**src/rtl/uart_regbank_pkg.sv**
```systemverilog
package uart_regbank_pkg;

    localparam int BANK_DW = 8;
    localparam int BANK_AW = 3;
    localparam int DIV_W   = 2 * BANK_DW;
    localparam int ACC_BIT = BANK_DW - 1;

    typedef enum logic [3:0] {
        SEL_DATA,
        SEL_IEN,
        SEL_IID,
        SEL_LCTL,
        SEL_MCTL,
        SEL_LSTAT,
        SEL_MSTAT,
        SEL_SCRATCH,
        SEL_DIV_LO,
        SEL_DIV_HI
    } reg_sel_e;

    typedef struct packed {
        logic [BANK_DW-1:0] lctl;
        logic [BANK_DW-1:0] ien;
        logic [BANK_DW-1:0] mctl;
        logic [BANK_DW-1:0] scratch;
        logic [BANK_DW-1:0] div_lo;
        logic [BANK_DW-1:0] div_hi;
        logic [BANK_DW-1:0] thold;
        logic [BANK_DW-1:0] rbus;
        logic               load_p;
        logic               unload_p;
    } bank_t;

endpackage

```
**src/rtl/uart_regbank_decode.sv**
```systemverilog
module uart_regbank_decode
    import uart_regbank_pkg::*;
(
    input  logic [BANK_AW-1:0] addr,
    input  logic               acc_bit,
    output reg_sel_e           sel
);

    always_comb begin
        unique case (addr)
            3'd0:    sel = acc_bit ? SEL_DIV_LO : SEL_DATA;
            3'd1:    sel = acc_bit ? SEL_DIV_HI : SEL_IEN;
            3'd2:    sel = SEL_IID;
            3'd3:    sel = SEL_LCTL;
            3'd4:    sel = SEL_MCTL;
            3'd5:    sel = SEL_LSTAT;
            3'd6:    sel = SEL_MSTAT;
            default: sel = SEL_SCRATCH;
        endcase
    end

endmodule

```
**src/rtl/uart_regbank_rdmux.sv**
```systemverilog
module uart_regbank_rdmux
    import uart_regbank_pkg::*;
(
    input  reg_sel_e           sel,
    input  bank_t              bank,
    input  logic [BANK_DW-1:0] rx_data,
    input  logic [BANK_DW-1:0] int_id,
    input  logic [BANK_DW-1:0] line_stat,
    input  logic [BANK_DW-1:0] modem_stat,
    output logic [BANK_DW-1:0] rd_value
);

    always_comb begin
        unique case (sel)
            SEL_DATA:    rd_value = rx_data;
            SEL_IEN:     rd_value = bank.ien;
            SEL_IID:     rd_value = int_id;
            SEL_LCTL:    rd_value = bank.lctl;
            SEL_MCTL:    rd_value = bank.mctl;
            SEL_LSTAT:   rd_value = line_stat;
            SEL_MSTAT:   rd_value = modem_stat;
            SEL_SCRATCH: rd_value = bank.scratch;
            SEL_DIV_LO:  rd_value = bank.div_lo;
            SEL_DIV_HI:  rd_value = bank.div_hi;
            default:     rd_value = '0;
        endcase
    end

endmodule

```
**src/rtl/uart_regbank_store.sv**
```systemverilog
module uart_regbank_store
    import uart_regbank_pkg::*;
(
    input  logic               clk,
    input  logic               rst_n,
    input  reg_sel_e           sel,
    input  logic               rd_en,
    input  logic               wr_en,
    input  logic [BANK_DW-1:0] wdata,
    input  logic [BANK_DW-1:0] rd_value,
    output bank_t              bank_q
);

    bank_t bank_d;

    always_comb begin
        bank_d          = bank_q;
        bank_d.load_p   = 1'b0;
        bank_d.unload_p = 1'b0;

        if (wr_en) begin
            unique case (sel)
                SEL_DATA: begin
                    bank_d.thold  = wdata;
                    bank_d.load_p = 1'b1;
                end
                SEL_IEN:     bank_d.ien     = wdata;
                SEL_LCTL:    bank_d.lctl    = wdata;
                SEL_MCTL:    bank_d.mctl    = wdata;
                SEL_SCRATCH: bank_d.scratch = wdata;
                SEL_DIV_LO:  bank_d.div_lo  = wdata;
                SEL_DIV_HI:  bank_d.div_hi  = wdata;
                default:     ; // status offsets are read only
            endcase
        end

        if (rd_en) begin
            bank_d.rbus = rd_value;
            if (sel == SEL_DATA) begin
                bank_d.unload_p = 1'b1;
            end
        end
    end

    always_ff @(posedge clk or negedge rst_n) begin
        if (!rst_n) begin
            bank_q <= '0;
        end else begin
            bank_q <= bank_d;
        end
    end

endmodule

```
**src/rtl/uart_regbank.sv**
```systemverilog
module uart_regbank
    import uart_regbank_pkg::*;
(
    input  logic                 clk,
    input  logic                 rst_n,
    input  logic [BANK_AW-1:0]   addr,
    input  logic                 rd_en,
    input  logic                 wr_en,
    input  logic [BANK_DW-1:0]   wdata,
    output logic [BANK_DW-1:0]   rdata,
    input  logic [BANK_DW-1:0]   rx_data,
    input  logic [BANK_DW-1:0]   int_id,
    input  logic [BANK_DW-1:0]   line_stat,
    input  logic [BANK_DW-1:0]   modem_stat,
    output logic [BANK_DW-1:0]   tx_hold,
    output logic                 tx_load,
    output logic                 rx_unload,
    output logic [BANK_DW-1:0]   int_en,
    output logic [BANK_DW-1:0]   line_ctl,
    output logic [BANK_DW-1:0]   modem_ctl,
    output logic [DIV_W-1:0]     divisor
);

    reg_sel_e           sel;
    bank_t              bank;
    logic [BANK_DW-1:0] rd_value;

    uart_regbank_decode u_decode (
        .addr    (addr),
        .acc_bit (bank.lctl[ACC_BIT]),
        .sel     (sel)
    );

    uart_regbank_rdmux u_rdmux (
        .sel        (sel),
        .bank       (bank),
        .rx_data    (rx_data),
        .int_id     (int_id),
        .line_stat  (line_stat),
        .modem_stat (modem_stat),
        .rd_value   (rd_value)
    );

    uart_regbank_store u_store (
        .clk      (clk),
        .rst_n    (rst_n),
        .sel      (sel),
        .rd_en    (rd_en),
        .wr_en    (wr_en),
        .wdata    (wdata),
        .rd_value (rd_value),
        .bank_q   (bank)
    );

    assign rdata     = bank.rbus;
    assign tx_hold   = bank.thold;
    assign tx_load   = bank.load_p;
    assign rx_unload = bank.unload_p;
    assign int_en    = bank.ien;
    assign line_ctl  = bank.lctl;
    assign modem_ctl = bank.mctl;
    assign divisor   = {bank.div_hi, bank.div_lo};

endmodule

```
**config.mk**
```make
export PLATFORM = sky130hd
export DESIGN_NAME = uart_regbank
export DESIGN_NICKNAME = d
export VERILOG_FILES = /design/src/rtl/uart_regbank_pkg.sv /design/src/rtl/uart_regbank_decode.sv /design/src/rtl/uart_regbank_rdmux.sv /design/src/rtl/uart_regbank_store.sv /design/src/rtl/uart_regbank.sv
export SDC_FILE = /design/constraint.sdc
export NUM_CORES = 1
export LEC_CHECK = 0
export BUFFER_PORTS_ARGS = -buffer_cell sky130_fd_sc_hd__buf_4
export CAP_MARGIN = 30
export CORE_MARGIN = 2
export CORE_UTILIZATION = 56
export CTS_CLUSTER_DIAMETER = 100
export DETAILED_ROUTE_END_ITERATION = 7
export GPL_ROUTABILITY_DRIVEN = 0
export PLACE_DENSITY = 0.85
export SLEW_MARGIN = 20
export SYNTH_ARGS = -nofsm -noshare
export SYNTH_HDL_FRONTEND = slang
export SYNTH_SLANG_ARGS = --single-unit
```
**constraint.sdc**
```tcl
create_clock -name clk -period 4.4 [get_ports clk]
set_input_delay 0.88 -clock clk [delete_from_list [all_inputs] [get_ports clk]]
set_output_delay 0.88 -clock clk [all_outputs]
set_load 0.02 [all_outputs]
```
=== Word level (Yosys, flattened, before mapping) ===
Index checks and enable logic that the tools add are counted.
W data, S select, Z words.

* Flip-flop bits (word level): 66
* Bits in latches: 0
* Bits in writable memories: 0
* Bits in read-only memories: 0
* Input port bits: 47
* Memories: 0

* Add/sub/neg operators: 0
* Multiply operators: 0
* Divide/modulo/power cells: 0
* Magnitude comparators: 0
* Eq/ne operators: 15
* Shift-type cells: 0
* Muxes and demuxes: 7
* Bitwise gates (word level): 0
* Reductions and logical operators: 9

{| class="wikitable"
|+ Operators by type and width
! cell !! number
|-
| $pmux W8 S10 || 1
|-
| $pmux W4 S7 || 1
|-
| $eq A4 B3 Y1 const B || 4
|-
| $reduce_and A2 Y1 || 7
|-
| $eq A3 B3 Y1 const B || 3
|-
| $eq A4 B2 Y1 const B || 2
|-
| $eq A4 B4 Y1 const B || 2
|-
| $mux W4 || 2
|-
| $eq A3 B2 Y1 const B || 2
|-
| $eq A4 B1 Y1 const B || 1
|-
| $logic_not A4 Y1 || 1
|-
| $eq A3 B1 Y1 const B || 1
|-
| $logic_not A3 Y1 || 1
|-
| $mux W1 || 3
|}

=== Longest topological paths before layout ===
Gate-level depths: netlist (run 1).

* Depth in word-level cells: 5
* Gate-level depth with buffers: 7
* Mapped depth without buffers: 4

=== Hierarchy ===
From an unflattened synthesis (run 1), not the netlist that was laid out.

* Cell total of the unflattened synthesis: 258
* Area total of the unflattened synthesis: 3370.7 um^2

{| class="wikitable"
|+ By module, submodules not included
! module !! times used !! cells an instance !! area an instance (um^2) !! seq. area each (um^2)
|-
| uart_regbank_store || 1 || 149 || 2536.2 || 1651.6
|-
| uart_regbank_rdmux || 1 || 105 || 810.8 || 0.0
|-
| uart_regbank_decode || 1 || 4 || 23.8 || 0.0
|}

=== Worst setup path before layout (run 1) ===
Ideal clock, no wire load.

* Path type: in2reg
* Start: in addr[0]
* End: reg u_store.bank_q[2] (netlist name)
* Setup time: 0.150 ns
* Data arrival time: 1.912 ns
* Required time: 4.250 ns
* Setup slack: 2.338 ns
* Stages: 6
* Buffers on the path: 2
* Cell sequence: buf_6 -> buf_12 -> mux2_4 -> a32o_1 -> a311oi_2 -> a41oi_1

* Word-level cells in the longest chain between the ends: 4
* Elaborated cells on any way between the ends: 19
* Classes of those cells: eq/ne (15); mux (2); reduce/logical (2)

{| class="wikitable"
|+ RTL lines
! element !! line !! text
|-
| start: declaration || uart_regbank.sv:6 || <nowiki>input logic [BANK_AW-1:0] addr,</nowiki>
|-
| $eq A3 B3 Y1, or another cell as far along || uart_regbank_decode.sv:10 || <nowiki>unique case (addr)</nowiki>
|-
| $pmux W4 S7 * || uart_regbank_decode.sv:10 ||
|-
| $eq A4 B4 Y1, or another cell as far along || uart_regbank_rdmux.sv:14 || <nowiki>unique case (sel)</nowiki>
|-
| $pmux W8 S10 * || uart_regbank_rdmux.sv:14 ||
|-
| end signal: assignment || uart_regbank_store.sv:49 || <nowiki>bank_q <= bank_d;</nowiki>
|-
| end: declaration || uart_regbank_store.sv:11 || <nowiki>output bank_t bank_q</nowiki>
|}

Mark *: on every way between the ends. The rest lies on a longest branch, timed or not.
A chain may end at the register's enable or synchronous reset.

=== Final worst setup path (run 1) ===
* Start: in addr[0]
* End: reg u_store.bank_q[30] (netlist name)

* Word-level cells in the longest chain between the ends: 4
* Elaborated cells on any way between the ends: 10
* Classes of those cells: eq/ne (7); mux (1); reduce/logical (2)

{| class="wikitable"
|+ RTL lines
! element !! line !! text
|-
| $eq A3 B3 Y1, or another cell as far along || uart_regbank_decode.sv:10 ||
|-
| $pmux W4 S7 * || uart_regbank_decode.sv:10 ||
|-
| $eq A4 B4 Y1 * || uart_regbank_store.sv:22 || <nowiki>unique case (sel)</nowiki>
|-
| $reduce_and A2 Y1 (no source line) * || -- ||
|}

Marked as above.

==> summary.txt, run 1 <==
Outcome
  – Outcome: completed

Placed design
  – Number of buffers added on ports: 104
  – Worst-case setup slack after placement: 1.63 ns
  – HPWL after detailed placement: 6.11 mm

CTS
  – Clock tree from TritonCTS: built
  – Hold-fix buffers, CTS: 0
  – Clock insertion delay at the later pin of the skew report: 0.34 ns
  – Number of sinks on the clock net: 66
  – Maximum count of clock buffers along a single path: 2
  – Clock transition at the register clock pins on the worst setup and hold paths after CTS: 0.06 ns
  – Root Buffer Master: clkbuf_8
  – Post_cts resized: 0
  – Number of buffers inserted by post-CTS setup repair: 0
  – TritonCTS Buffers: 9
  – # H-tree levels: 3

Logic synthesis
  – Total nets after synthesis: 359
  – Per-instance average area after synthesis: 11.8 um2
  – Proportion of synthesized flip-flops having asynchronous set or reset: 100%
  – Mapped Cells: 312
  – Number of synthesized flops with an enable pin: 0
  – Area of the mapped netlist: 0.00369 mm2
  – Number of distinct library cells after synthesis: 49
  – Total of warnings raised by yosys: 0
  – Portion of the post-synthesis area used by sequential elements: 44.8%
  – Ys flop type: dfrtp_1
  – FF+latch count, synth: 66

Layout
  – Flip-flop count of the largest register after layout: 66
  – Largest registers: u_store.bank_q: 66 flops
  – Area Overhead vs Synth: 13.5%
  – Most common cell after layout, fill and taps aside: buf_4
  – Share of cells above drive strength 1: 54.1%
  – Largest Register: u_store.bank_q
  – Diode insertion count for antenna repair: 0
  – Commonest cells after routing, fill and taps aside: 104 x buf_4, 66 x dfrtp_1, 65 x mux2_2
  – Number of fill cells: 508
  – NumNets Final: 398

Pwr
  – Power per cell area: 486 mW/mm2
  – Peak VDD IR: 269 uV
  – Static leakage: 1.95 nW

Floorplan
  – Die extent in x: 85.1 um
  – Number of primary I/O pins: 105
  – Initial core utilization: 58.0%
  – Height of the die: 85.1 um
  – Total core area: 0.00635 mm2
  – Cell row count: 29
  – Die Area: 0.00725 mm2

Route
  – First-pass detailed-route iteration total: 4
  – Wire length on met1: 3.50 mm
  – Sum of routed wire length over all layers: 8.58 mm
  – Post-route ant nets: 0
  – Met2 wire length: 4.26 mm
  – Top sig layer: met4
  – Via count normalized by instance count: 5.86
  – Overall via count from detail_route: 2,507
  – Detailed Route Iter0 Violations: 297
  – Avg WL per Cell: 20.0 um
  – Post-route DRC: 0
  – Wire length on met3: 640 um

Timing
  – Final clock skew: 0.00554 ns
  – Setup repair after global routing missed its margin: no
  – Min Clock Period, post-route: 2.45 ns
  – Final count of pins violating max slew: 0
  – Sum of negative setup slack: 0 ns
  – Total count of hold-check failures in the final report: 0
  – Count of final setup violators: 0
  – Worst-margin pin slew: 0.828 ns
  – Worst relative slew slack: 44.8%
  – Final worst path period share: 55.7%
  – Maximum achievable frequency: 408 MHz
  – Slack of the critical path: 1.95 ns

Worst setup path
  – Worst path slowest cell: nor2_1
  – Ordered cell list for the critical path: buf_4 > nor2_1 > and3_1 > mux2_2
  – Required @ worst endpoint: 4.62 ns
  – Critical path data arrival time: 2.67 ns
  – Largest stage delay on the critical path: 0.63 ns
  – Top Family by Delay on Critical Path: simple AND/OR/NAND/NOR gates
  – Critical path start-end classification: primary input to flop
  – Worst-case register-to-register setup slack: 2.33 ns
  – Critical path buffers and inverters: 1
  – Endpoint of the worst register-to-register path: u_store.bank_q[19]
  – Kind of end point of the critical path: flop
  – Beginning of the worst register-to-register path: u_store.bank_q[65]
  – Critical-path maximum fanout: 33
  – Kind of launch point of the worst setup path: primary input
  – Number of cells traversed by the worst register-to-register path: 3

Global route
  – Antenna violations before repair: 0
  – Leftover overflow at the end of global routing: 0
  – First-pass GRT wire length: 13.4 mm
  – Total track usage: 24.3%
  – Maximum number of pins on one net before global-route repair: 67
  – Via count of the first global-routing pass: 2,476

Worst hold path
  – Endpoint of the worst hold-timing path: u_store.bank_q[12]
  – Class of the tightest hold or removal check: flop to flop
  – Worst hold path stage count: 1
  – Launch point of the worst hold path: u_store.bank_q[12]

Flow run
  – Max-Cap Viols: 0
[cell usage after synthesis (all sizes together) (5+ instances only)]
| cell type | n | area [um2] |
|---|---|---|
| nor2b | 5 | 31.3 |
| nand2 | 10 | 37.5 |
| nand3 | 8 | 50.1 |
| a31oi | 6 | 37.5 |
| dfrtp | 66 | 1650 |
| mux2 | 66 | 747 |
| nor2 | 13 | 48.8 |
| and3 | 5 | 31.3 |
| mux2i | 9 | 90.1 |
| buf | 72 | 529 |
[worst register-to-register path: stages, from the launching register on]
cell and delay, ns:
dfrtp_1 0.78, nor2b_1 0.34, and3_1 0.45, mux2_2 0.39
[where the power goes]
part	internal, mW	leakage (nW)	switching [mW]
clock	0.261	0.0860	0.211
combinational	0.348	1.07	0.339
sequential	0.749	0.801	0.124
total	1.36	1.95	0.675
[layout make-up]
cell class / count / area [um2] / share of cell area, %
Clock buffer: 10 / 138 / 3.29
Timing Repair Buffer: 104 / 781 / 18.7
Inverter: 2 / 7.51 / 0.179
Sequential cell: 66 / 1650 / 39.5
Multi-Input combinational cell: 168 / 1480 / 35.4
Clock inverter: 1 / 30.0 / 0.717
Tap cell: 77 / 96.3 / 2.30
[worst max path at each step]
stage / start / endpoint / slack [ns] / cells past startpoint
after detailed placement: addr[0] / u_store.bank_q[30] / 1.63 / 4
after global routing: addr[0] / u_store.bank_q[30] / 1.86 / 4
final: addr[0] / u_store.bank_q[30] / 1.95 / 4
after floorplan: addr[0] / u_store.bank_q[2] / 2.34 / 6
after global placement: addr[0] / u_store.bank_q[29] / 1.74 / 4
after CTS: addr[0] / u_store.bank_q[30] / 1.97 / 4
[cells by family (layout without fill, tap and decap cells)]
| family | Yosys count | in the layout | share of synthesized area (%) |
|---|---|---|---|
| buffers and inverters | 78 | 117 | 15.0 |
| flip-flops | 66 | 66 | 44.8 |
| AO/OA/AOI/OAI | 38 | 38 | 7.74 |
| multiplexers | 78 | 78 | 24.5 |
| AND/OR/NAND/NOR | 52 | 52 | 7.91 |
[through the flow]
step | total power [mW] | utilization, % | cell area (um2) | cells | hold slack (ns)
floorplan | 1.43 | - | 3690 | 312 | 0.474
global placement | 1.55 | 63.3 | 4020 | 417 | 0.484
detailed placement | 1.57 | 63.3 | 4020 | 417 | 0.490
CTS | 2.04 | 65.9 | 4190 | 428 | 0.506
global route | 2.12 | 65.9 | 4190 | 428 | 0.524
finish | 2.03 | 65.9 | 4190 | 428 | 0.510
[per-layer routing]
metal,GRT usage (%),vias up
met5,0,-
met3,5.06,16
met4,11.3,0
met1,33.7,1241
li1,-,1132
met2,37.1,118
Note: power is estimated with default switching activity, not from simulation.
==> run 2, diff against run 1 <==
--- a/config.mk
+++ b/config.mk
@@ -8,11 +8,11 @@
 export BUFFER_PORTS_ARGS = -buffer_cell sky130_fd_sc_hd__buf_4
 export CAP_MARGIN = 30
 export CORE_MARGIN = 2
-export CORE_UTILIZATION = 56
+export CORE_UTILIZATION = 47
 export CTS_CLUSTER_DIAMETER = 100
 export DETAILED_ROUTE_END_ITERATION = 7
 export GPL_ROUTABILITY_DRIVEN = 0
-export PLACE_DENSITY = 0.85
+export PLACE_DENSITY = 0.76
 export SLEW_MARGIN = 20
 export SYNTH_ARGS = -nofsm -noshare
 export SYNTH_HDL_FRONTEND = slang
==> constraint.sdc (replaced) <==
create_clock -name clk -period 2.05 [get_ports clk]
set_input_delay 0.41 -clock clk [delete_from_list [all_inputs] [get_ports clk]]
set_output_delay 0.41 -clock clk [all_outputs]
set_load 0.02 [all_outputs]
==> summary.txt, run 2 (synthesis results as in run 1) <==
Global route
  – Total track usage: 22.2% (-2.1 points)
  – Via count of the first global-routing pass: 2,711 (+9.5%)
  – Maximum number of pins on one net before global-route repair: 35 (-48%)
  – Leftover overflow at the end of global routing: 0 (unchanged)
  – Busiest metal layer after global routing: met2
  – Global-route met3 utilization: 4.72% (-0.34 points)
  – First-pass GRT wire length: 14.5 mm (+8.3%)
  – Global-route met1 utilization: 29.1% (-4.6 points)
  – Met2 track demand over resource in global routing: 36.6% (-0.52 points)
  – Antenna violations before repair: 0 (unchanged)

Pwr
  – Switch share: 34.1% (+0.91 points)
  – Share of power burned in combinational logic: 35.4% (+1.6 points)
  – Power per cell area: 1010 mW/mm2 (+110%)
  – Static leakage: 2.02 nW (+3.5%)
  – Peak VDD IR: 450 uV (+67%)
  – Share of total power in sequential cells: 42.4% (-0.5 points)
  – Clock network fraction of total power: 22.2% (-1.1 points)
  – Power Internal: 2.87 mW (+110%)
  – Net switching power: 1.49 mW (+120%)

Layout
  – Flip-flop count of the largest register after layout: 66 (unchanged)
  – Sequential cell area: 0.00165 mm2 (unchanged)
  – Diode insertion count for antenna repair: 0 (unchanged)
  – Largest Register: u_store.bank_q
  – Share of cells above drive strength 1: 55.6% (+1.5 points)
  – Number of fill cells: 646 (+27%)
  – NumNets Final: 408 (+2.5%)
  – Most common cell after layout, fill and taps aside: buf_4
  – Commonest cells after routing, fill and taps aside: 111 x buf_4, 66 x dfrtp_1, 65 x mux2_2
  – Area Overhead vs Synth: 17.5%
  – Combined area of the multi-input logic cells: 0.00148 mm2 (unchanged)
  – Largest registers: u_store.bank_q: 66 flops

Worst setup path
  – Worst path slowest cell: dfrtp_1
  – Critical path start-end classification: flop to flop
  – Kind of launch point of the worst setup path: flop
  – Beginning of the worst register-to-register path: u_store.bank_q[65]
  – Ordered cell list for the critical path: buf_4 > mux2_2 > o211ai_1 > o31ai_1 > o32a_1
  – Required @ worst endpoint: 2.27 ns (-2.35 ns)
  – Crit path launch: u_store.bank_q[65]
  – Critical path data arrival time: 1.93 ns (-0.74 ns)
  – Top Family by Delay on Critical Path: compound AO/OA/AOI/OAI gates
  – Critical path buffers and inverters: 1 (unchanged)
  – Kind of end point of the critical path: flop
  – Critical-path maximum fanout: 5 (-85%)
  – Largest stage delay on the critical path: 0.43 ns (-0.20 ns)

Floorplan
  – Die extent in x: 92.6 um (+8.7%)
  – Cell row count: 32 (+10%)
  – Number of primary I/O pins: 105 (unchanged)
  – Initial core utilization: 48.2% (-9.8 points)
  – Total core area: 0.00765 mm2 (+20%)
  – Die Area: 0.00857 mm2 (+18%)
  – Height of the die: 92.6 um (+8.7%)

Timing
  – Maximum achievable frequency: 587 MHz
  – Slack of the critical path: 0.345 ns (-1.60 ns)
  – Worst relative slew slack: 68.5% (+24 points)
  – Final count of pins violating max slew: 0 (unchanged)
  – Worst-margin pin slew: 0.473 ns (-0.355 ns)
  – Total count of hold-check failures in the final report: 0 (unchanged)
  – Min Clock Period, post-route: 1.70 ns
  – Final clock skew: 0.00584 ns (+0.000302 ns)
  – Sum of negative setup slack: 0 ns (unchanged)
  – Worst Hold Margin: 0.0139 ns (-0.496 ns)
  – Setup repair after global routing missed its margin: no
  – Final worst path period share: 83.2%
  – Count of final setup violators: 0 (unchanged)

CTS
  – # H-tree levels: 3 (unchanged)
  – Number of buffers inserted by post-CTS setup repair: 0 (unchanged)
  – Number of sinks on the clock net: 66 (unchanged)
  – Maximum count of clock buffers along a single path: 2 (unchanged)
  – Post_cts resized: 0 (unchanged)
  – Clock tree from TritonCTS: built
  – TritonCTS Buffers: 9 (unchanged)
  – Hold-fix buffers, CTS: 0 (unchanged)
  – Clock transition at the register clock pins on the worst setup and hold paths after CTS: 0.07 ns (about the same)
  – Root Buffer Master: clkbuf_8
  – Clock insertion delay at the later pin of the skew report: 0.34 ns (about the same)

Outcome
  – Outcome: completed

Route
  – Post-route ant nets: 0 (unchanged)
  – Via count normalized by instance count: 5.53 (-5.6%)
  – Sum of routed wire length over all layers: 9.21 mm (+7.3%)
  – Detailed Route Iter0 Violations: 198 (-33%)
  – Overall via count from detail_route: 2,583 (+3.0%)
  – First-pass detailed-route iteration total: 5 (+1)
  – Avg WL per Cell: 19.7 um (-1.6%)
  – Post-route DRC: 0 (unchanged)

Placed design
  – Worst-case setup slack after placement: 0.166 ns (-1.46 ns)
  – HPWL after detailed placement: 6.72 mm (+9.9%)
  – Number of buffers added on ports: 104 (unchanged)

Flow run
  – Max-Cap Viols: 0 (unchanged)

Worst hold path
  – Class of the tightest hold or removal check: primary input to async pin
-- run 2: cell types whose count changed in the layout (fill, tap and decap cells not counted), sizes merged --
| cell | before | now |
|---|---|---|
| buf | 104 | 114 |
| clkinv | 0 | 3 |
| clkbuf | 10 | 12 |
| bufinv | 1 | 0 |
-- run 2: final timing paths --
check	endpoint	slack (ns)	cells past startpoint
setup / recovery	u_store.bank_q[3]	0.35	5
hold / removal	u_store.bank_q[56]	0.01	1
setup reg to reg	u_store.bank_q[3]	0.35	5
hold reg to reg	u_store.bank_q[41]	0.51	1
max in group asynchronous	u_store.bank_q[12]	1.51	2
min in group clk	u_store.bank_q[31]	0.35	2
-- run 2: per-stage QoR --
step                      power, mW  util, %  std cells  cell area (um2)
final                          4.36     56.6        467             4330
after global routing           4.55     56.6        467             4330
after CTS                      4.37     56.6        467             4330
after detailed placement       3.42     54.4        452             4160
after global placement         3.37     54.4        452             4160
after floorplan                3.06        -        312             3690
-- run 2: metal layers --
metal  wire [um]  up-vias
met1        3880     1315
li1            -     1154
met2        4480      100
met4         197        0
met5           0        -
met3         655       14
-- run 2: area by class of cell --
class                   count  area share (%)
clock buffers              12            3.58
multi-input cells         168            34.2
inverters                   2           0.173
well taps                 102            2.95
repair buffers            114            20.6
flip-flops and latches     66            38.1
clock inverters             3           0.347
-- run 2: power by group through the flow --
| stage | Clock (mW) | Combinational [mW] | Sequential (mW) |
|---|---|---|---|
| floorplan | 0 | 1.29 | 1.77 |
| global placement | 0 | 1.51 | 1.86 |
| detailed placement | 0 | 1.55 | 1.87 |
| CTS | 0.973 | 1.55 | 1.85 |
| global route | 1.03 | 1.63 | 1.89 |
| finish | 0.969 | 1.54 | 1.85 |
-- run 2: worst register-to-register path, cell delays in order (launching register included) --
cell,delay [ns]
dfrtp_1,0.43
buf_4,0.19
mux2_2,0.36
o211ai_1,0.21
o31ai_1,0.11
o32a_1,0.29
